--- config.mk ---
export PLATFORM = sky130hd
export DESIGN_NAME = onehot_regfile
export DESIGN_NICKNAME = d
export VERILOG_FILES = /design/src/rtl/onehot_regfile.sv
export SDC_FILE = /design/constraint.sdc
export NUM_CORES = 1
export LEC_CHECK = 0
export BUFFER_PORTS_ARGS = -buffer_cell sky130_fd_sc_hd__buf_2
export CORE_MARGIN = 1
export CORE_UTILIZATION = 52
export CTS_CLUSTER_DIAMETER = 120
export DETAILED_ROUTE_END_ITERATION = 16
export GPL_TIMING_DRIVEN = 0
export PLACE_DENSITY = 0.82
export RECOVER_POWER = 50
export SKIP_LAST_GASP = 1
export SYNTH_ARGS = -nofsm -noshare
export SYNTH_HDL_FRONTEND = slang
export SYNTH_SLANG_ARGS = --single-unit
--- constraint.sdc ---
create_clock -name clk -period 1.49 [get_ports clk]
set_input_delay 0.0745 -clock clk [delete_from_list [all_inputs] [get_ports clk]]
set_output_delay 0.0745 -clock clk [all_outputs]
set_load 0.02 [all_outputs]
--- src/rtl/onehot_regfile.sv ---
module onehot_regfile #(
  parameter int ENTRIES  = 8,
  parameter int WIDTH    = 4,
  parameter int RD_PORTS = 3,
  parameter int WR_PORTS = 2
) (
  input  logic                        clk,
  input  logic                        rst,
  input  logic [RD_PORTS*ENTRIES-1:0] rd_sel,
  output logic [RD_PORTS*WIDTH-1:0]   rd_data,
  input  logic [WR_PORTS*ENTRIES-1:0] wr_sel,
  input  logic [WR_PORTS*WIDTH-1:0]   wr_data,
  input  logic [ENTRIES-1:0]          all_rd_en,
  output logic [ENTRIES*WIDTH-1:0]    all_rd_data,
  input  logic [ENTRIES-1:0]          all_wr_en,
  input  logic [ENTRIES*WIDTH-1:0]    all_wr_data
);
  localparam int BITS = ENTRIES * WIDTH;

  logic [BITS-1:0] q, nxt;

  always_ff @(posedge clk) begin
    if (rst) q <= '0;
    else     q <= nxt;
  end

  for (genvar e = 0; e < ENTRIES; e++) begin : g_ent
    logic [WIDTH-1:0] nv;
    logic             hit;

    always_comb begin
      nv  = q[e*WIDTH +: WIDTH];
      hit = 1'b0;
      if (all_wr_en[e]) nv = all_wr_data[e*WIDTH +: WIDTH];
      for (int w = 0; w < WR_PORTS; w++) begin
        if (wr_sel[w*ENTRIES + e]) begin
          nv  = wr_data[w*WIDTH +: WIDTH];
          hit = 1'b1;
        end
      end
    end

    assign nxt[e*WIDTH +: WIDTH]         = nv;
    assign all_rd_data[e*WIDTH +: WIDTH] = all_rd_en[e] ? nv : '0;

    AST_ENTRY_HOLD: assert property (@(posedge clk) disable iff (rst)
      (!hit && !all_wr_en[e]) |=> $stable(q[e*WIDTH +: WIDTH]));
    AST_ALL_WR_LANDS: assert property (@(posedge clk) disable iff (rst)
      (all_wr_en[e] && !hit) |=> q[e*WIDTH +: WIDTH] == $past(all_wr_data[e*WIDTH +: WIDTH]));
    AST_TOP_PORT_WINS: assert property (@(posedge clk) disable iff (rst)
      wr_sel[(WR_PORTS-1)*ENTRIES + e] |=> q[e*WIDTH +: WIDTH] == $past(wr_data[(WR_PORTS-1)*WIDTH +: WIDTH]));
  end

  for (genvar r = 0; r < RD_PORTS; r++) begin : g_rd
    logic [WIDTH-1:0] acc;
    always_comb begin
      acc = '0;
      for (int e = 0; e < ENTRIES; e++)
        acc |= {WIDTH{rd_sel[r*ENTRIES + e]}} & nxt[e*WIDTH +: WIDTH];
    end
    assign rd_data[r*WIDTH +: WIDTH] = acc;

    AST_RD_SEL_ONEHOT: assert property (@(posedge clk) disable iff (rst)
      $onehot0(rd_sel[r*ENTRIES +: ENTRIES]));
  end

  for (genvar w = 0; w < WR_PORTS; w++) begin : g_wr
    AST_WR_SEL_ONEHOT: assert property (@(posedge clk) disable iff (rst)
      $onehot0(wr_sel[w*ENTRIES +: ENTRIES]));
  end

endmodule

-- Word-level counts from Yosys, hierarchy flattened
Index checks and enable logic that the tools add are counted.
- register bits: 32
- output and inout bits: 44
- input bits: 98
- word-level logic and storage cells: 78
- bitwise operators: 45
- mux-type cells: 32
- operators with widths (kind ; count):
    $mux 4 ; 32
    $and 4x4->4 ; 24
    $or 4x4->4 ; 21

-- Depth between registers and ports, before layout
- depth in word-level cells: 11
- depth in mapped cells: 6
- mapped depth without buffers: 4

-- Least setup slack after synthesis
Ideal clock, no wire load.
- path kind: register to output
- from: register q[16]
- to: output rd_data[8]
- data arrival time: 1.422 ns
- setup slack: -0.006 ns
- required time: 1.416 ns
- buffers on the path: 0
- stages on the path, launching flop included: 5
- cell sequence: dfxtp_1 mux2_4 a222oi_1 nand3_1 or3_1
- longest elaborated chain between the ends: 8
- ends and longest elaborated chain (item ; RTL line ; source):
    from (decl) ; 20 ; logic [BITS-1:0] q, nxt;
    from (signal assigned) ; 24 ; else q <= nxt;
    $mux 4 ; 34 ; if (all_wr_en[e]) nv = all_wr_data[e*WIDTH +: WIDTH];
    $mux 4 (2 in series) ; 36 ; if (wr_sel[w*ENTRIES + e]) begin
    $and 4x4->4 ; 59 ; acc |= {WIDTH{rd_sel[r*ENTRIES + e]}} & nxt[e*WIDTH +: WIDTH];
    $or 4x4->4 (4 in series) ; 59 ;
    to (decl) ; 10 ; output logic [RD_PORTS*WIDTH-1:0] rd_data,
Every way passes these cells.

-- Worst setup path in the final report
- from: register q[5]
- to: output rd_data[5]
- longest elaborated chain between the ends: 11
- ends and longest elaborated chain (item ; RTL line):
    $mux 4 ; 34
    $mux 4 (2 in series) ; 36
    $and 4x4->4 ; 59
    $or 4x4->4 (7 in series) ; 59
Every way passes these cells.

==> results.py <==
metrics = {
    "route": {
        "ant_nets": 0,
        "via_per_inst": 7.42,
        "wl_per_cell_um": 27.0,
        "via_count": 5961,
        "dr.pass1.iters": 9,
        "drt_iter0_drc": 995,
        "wl_um": 21700,
        "detail_route.drc_violations": 0,
    },
    "worst_setup_path": {
        "worst-endpoint-arrival_ns": 2.08,
        "critPathCaptureType": "output port",
        "critPathMaxStageDelay_ns": 0.43,
        "critPathSlowestCell": "a222oi_1",
        "path_class": "flop to output port",
        "critPathMaxFanout": 4,
        "startpoint_type": "flop",
        "cp_cell_sequence": "mux2_4, a222oi_1, nand3_1, or3_4, buf_6",
        "rrSetupSlack_ns": 0.11,
        "cp.required_ns": 1.42,
    },
    "die": {
        "rows": 32,
        "die_x_um": 91.4,
        "initial_core_util_pct": 53.8,
        "die_h_um": 91.4,
        "design.core.area_sq_um": 7730,
        "die_area_sq_um": 8350,
        "io_pins": 142,
    },
    "global_route": {
        "grt_remaining_overflow": 0,
        "antenna_found_initial": 0,
        "grt_pass1_vias": 5525,
        "grt_usage_pct": 50.2,
        "grt_pass1_wl_um": 31500,
        "grt_start_max_net_pins": 11,
    },
    "finish": {
        "largest_register_ff_count": 32,
        "largest-register": "q",
        "layout-drive-gt1-share_pct": 44.7,
        "final_nets": 799,
        "reg_top3": "q: 32 flops",
        "antennaDiodeCount": 0,
        "final_area_sq_um": 6020,
        "fin_cells": 803,
        "nFillCells": 567,
        "mostFrequentLayoutCells": "114 x buf_2, 38 x o21ai_0, 35 x buf_6, 29 x mux2_4",
        "area_growth_pct": 44.8,
        "layout_commonest_cell": "buf_2",
    },
    "timing": {
        "slew_violations": 0,
        "final.setup.tns_ns": -6.76,
        "fin_crit_sh_pct": 144,
        "final.setup.worst_slack_ns": -0.661,
        "max_slew_margin_pct": 36.8,
        "setup_viol": 39,
        "grt_setup_unrepaired": "yes",
        "skew_ns": 0,
        "hold_violations": 0,
        "fmax_mhz": 465,
        "worst_slew_pin_slew_ns": 0.948,
        "finalCriticalPeriod_ns": 2.15,
    },
    "clocking": {
        "cts_num_sinks": 32,
        "numCtsBuffers": 5,
        "clock_path_buffers": 2,
        "cts_max_level": 2,
        "clkTransAtPathRegs_ns": 0.08,
        "cts-root-buf": "clkbuf_8",
        "cts_tree": "yes",
        "insertion_delay_ns": 0.30,
    },
    "synthesis": {
        "synth_edf_count": 0,
        "ys_seq_elements": 32,
        "mappedNetlistArea_sq_um": 4160,
        "synth_top_area_cell": "dfxtp_1",
        "syn_area_per_cell_sq_um": 7.75,
        "ys_types": 54,
        "synth_async_sr_flop_share_pct": 0,
        "synth_compound_area_share_pct": 31.0,
        "synth_cells": 536,
        "synth_top_family_by_area": "simple AND/OR/NAND/NOR gates",
        "yosysWarnings": 0,
        "synthAdderAreaFrac_pct": 0,
        "synthesis.nets": 634,
        "yosysTopAreaCellShare_pct": 15.4,
        "synth_area_leaders": "dfxtp_1 15%, mux2i_1 6.5%, o21ai_0 5.2%, and2_1 4.5%, nor2b_1 4.2%",
        "synth-main-ff-cell": "dfxtp_1",
        "synth_simple_gate_area_share_pct": 33.5,
        "synth_mux_area_share_pct": 15.4,
        "synth_xor_area_share_pct": 0,
        "synth_seq_area_share_pct": 15.4,
    },
    "placed_design": {
        "place_hpwl_um": 15500,
        "place_congestion": 1.11,
        "preCtsSetupSlack_ns": -0.605,
        "portBuffers": 134,
        "dpl_cell_area_sq_um": 4960,
        "dp.cells": 772,
    },
    "hold_path": {
        "min_path_type": "input pin to flop",
    },
    "flow_run": {
        "maxCapViolCount": 0,
    },
    "run_status": {
        "violations": "negative setup slack",
        "status": "finished, violations left",
    },
    "power_and_ir_drop": {
        "p_leak_nw": 2.57,
        "ir_drop_mv": 0.477,
        "powerDensity_nw_per_um2": 623,
        "power.total_mw": 3.75,
    },
}
## path summary, 6_finish.rpt
| check | from | end | depth (start not counted) |
|---|---|---|---|
| max | q[5] | rd_data[5] | 5 |
| min | wr_data[5] | q[29] | 3 |
| max reg2reg | q[4] | q[4] | 6 |
| min reg2reg | q[22] | q[22] | 4 |
## through the flow
stage,hold WS [ns],utilization [%]
2_1_floorplan,0.146,-
3_3_place_gp,0.290,64.2
3_5_place_dp,0.312,64.2
4_1_cts,0.215,74.5
5_1_grt,0.279,77.9
6_report,0.232,77.9
## cell families (layout without fill, tap and decap cells)
group,count (synthesis),in the layout
flops,32,32
mux,57,57
buf+inv,46,211
compound gates,184,184
simple gates,217,217
## routing by layer
layer	track usage (%)	wire [um]	vias up
met5	0	0	-
met4	34.7	1970	0
met3	13.4	3050	199
met2	76.0	9070	644
met1	61.5	7580	2691
li1	-	-	2427
## synthesized netlist by cell type (6+ instances only)
cell type,n
o21ai_0,43
dfxtp_1,32
nand2_1,31
and2_1,30
nor2b_1,28
mux2i_1,27
nor3b_1,23
clkbuf_1,20
buf_2,18
o21ai_1,18
a22oi_1,17
a32oi_1,17
nand4b_1,17
nand4_1,16
o21a_1,15
or3b_1,15
nor2_1,14
and3b_1,12
mux2_2,12
a21oi_1,11
a21boi_0,10
mux2_1,10
nand3_1,9
mux2_4,8
o21ba_1,8
o22ai_1,7
a222oi_1,6
or3_1,6
## power breakdown
part	leakage, nW	switching (mW)	total [mW]	internal [mW]
combinational	2.26	1.18	2.08	0.906
clock	0.0410	0.397	0.716	0.319
sequential	0.270	0.0286	0.949	0.920
## layout make-up
class | count | area [sq um] | share of cell area, %
Multi-Input combinational cell | 458 | 3860 | 64.1
Timing Repair Buffer | 158 | 1070 | 17.8
Sequential cell | 32 | 658 | 10.9
Buffer | 41 | 203 | 3.37
Tap cell | 102 | 128 | 2.12
Clock buffer | 6 | 72.6 | 1.21
Inverter | 5 | 18.8 | 0.312
Clock inverter | 1 | 5.00 | 0.0832
## critical path: cells and delay by family, from the launching register on
family,cells,cell delay [ns]
compound gates,1,0.43
buf+inv,1,0.14
flops,1,0.30
mux,1,0.31
simple gates,2,0.60
## repair_timing
action | in CTS | in global routing
endpoints found under the hold margin | 1 | 0
resized for setup | 149 | 79
endpoints found under the setup margin | 45 | 49
pin swaps | 57 | 38
buffers inserted | 25 | 9
hold buffers | 1 | 0
(Power assumes the default switching activity.)
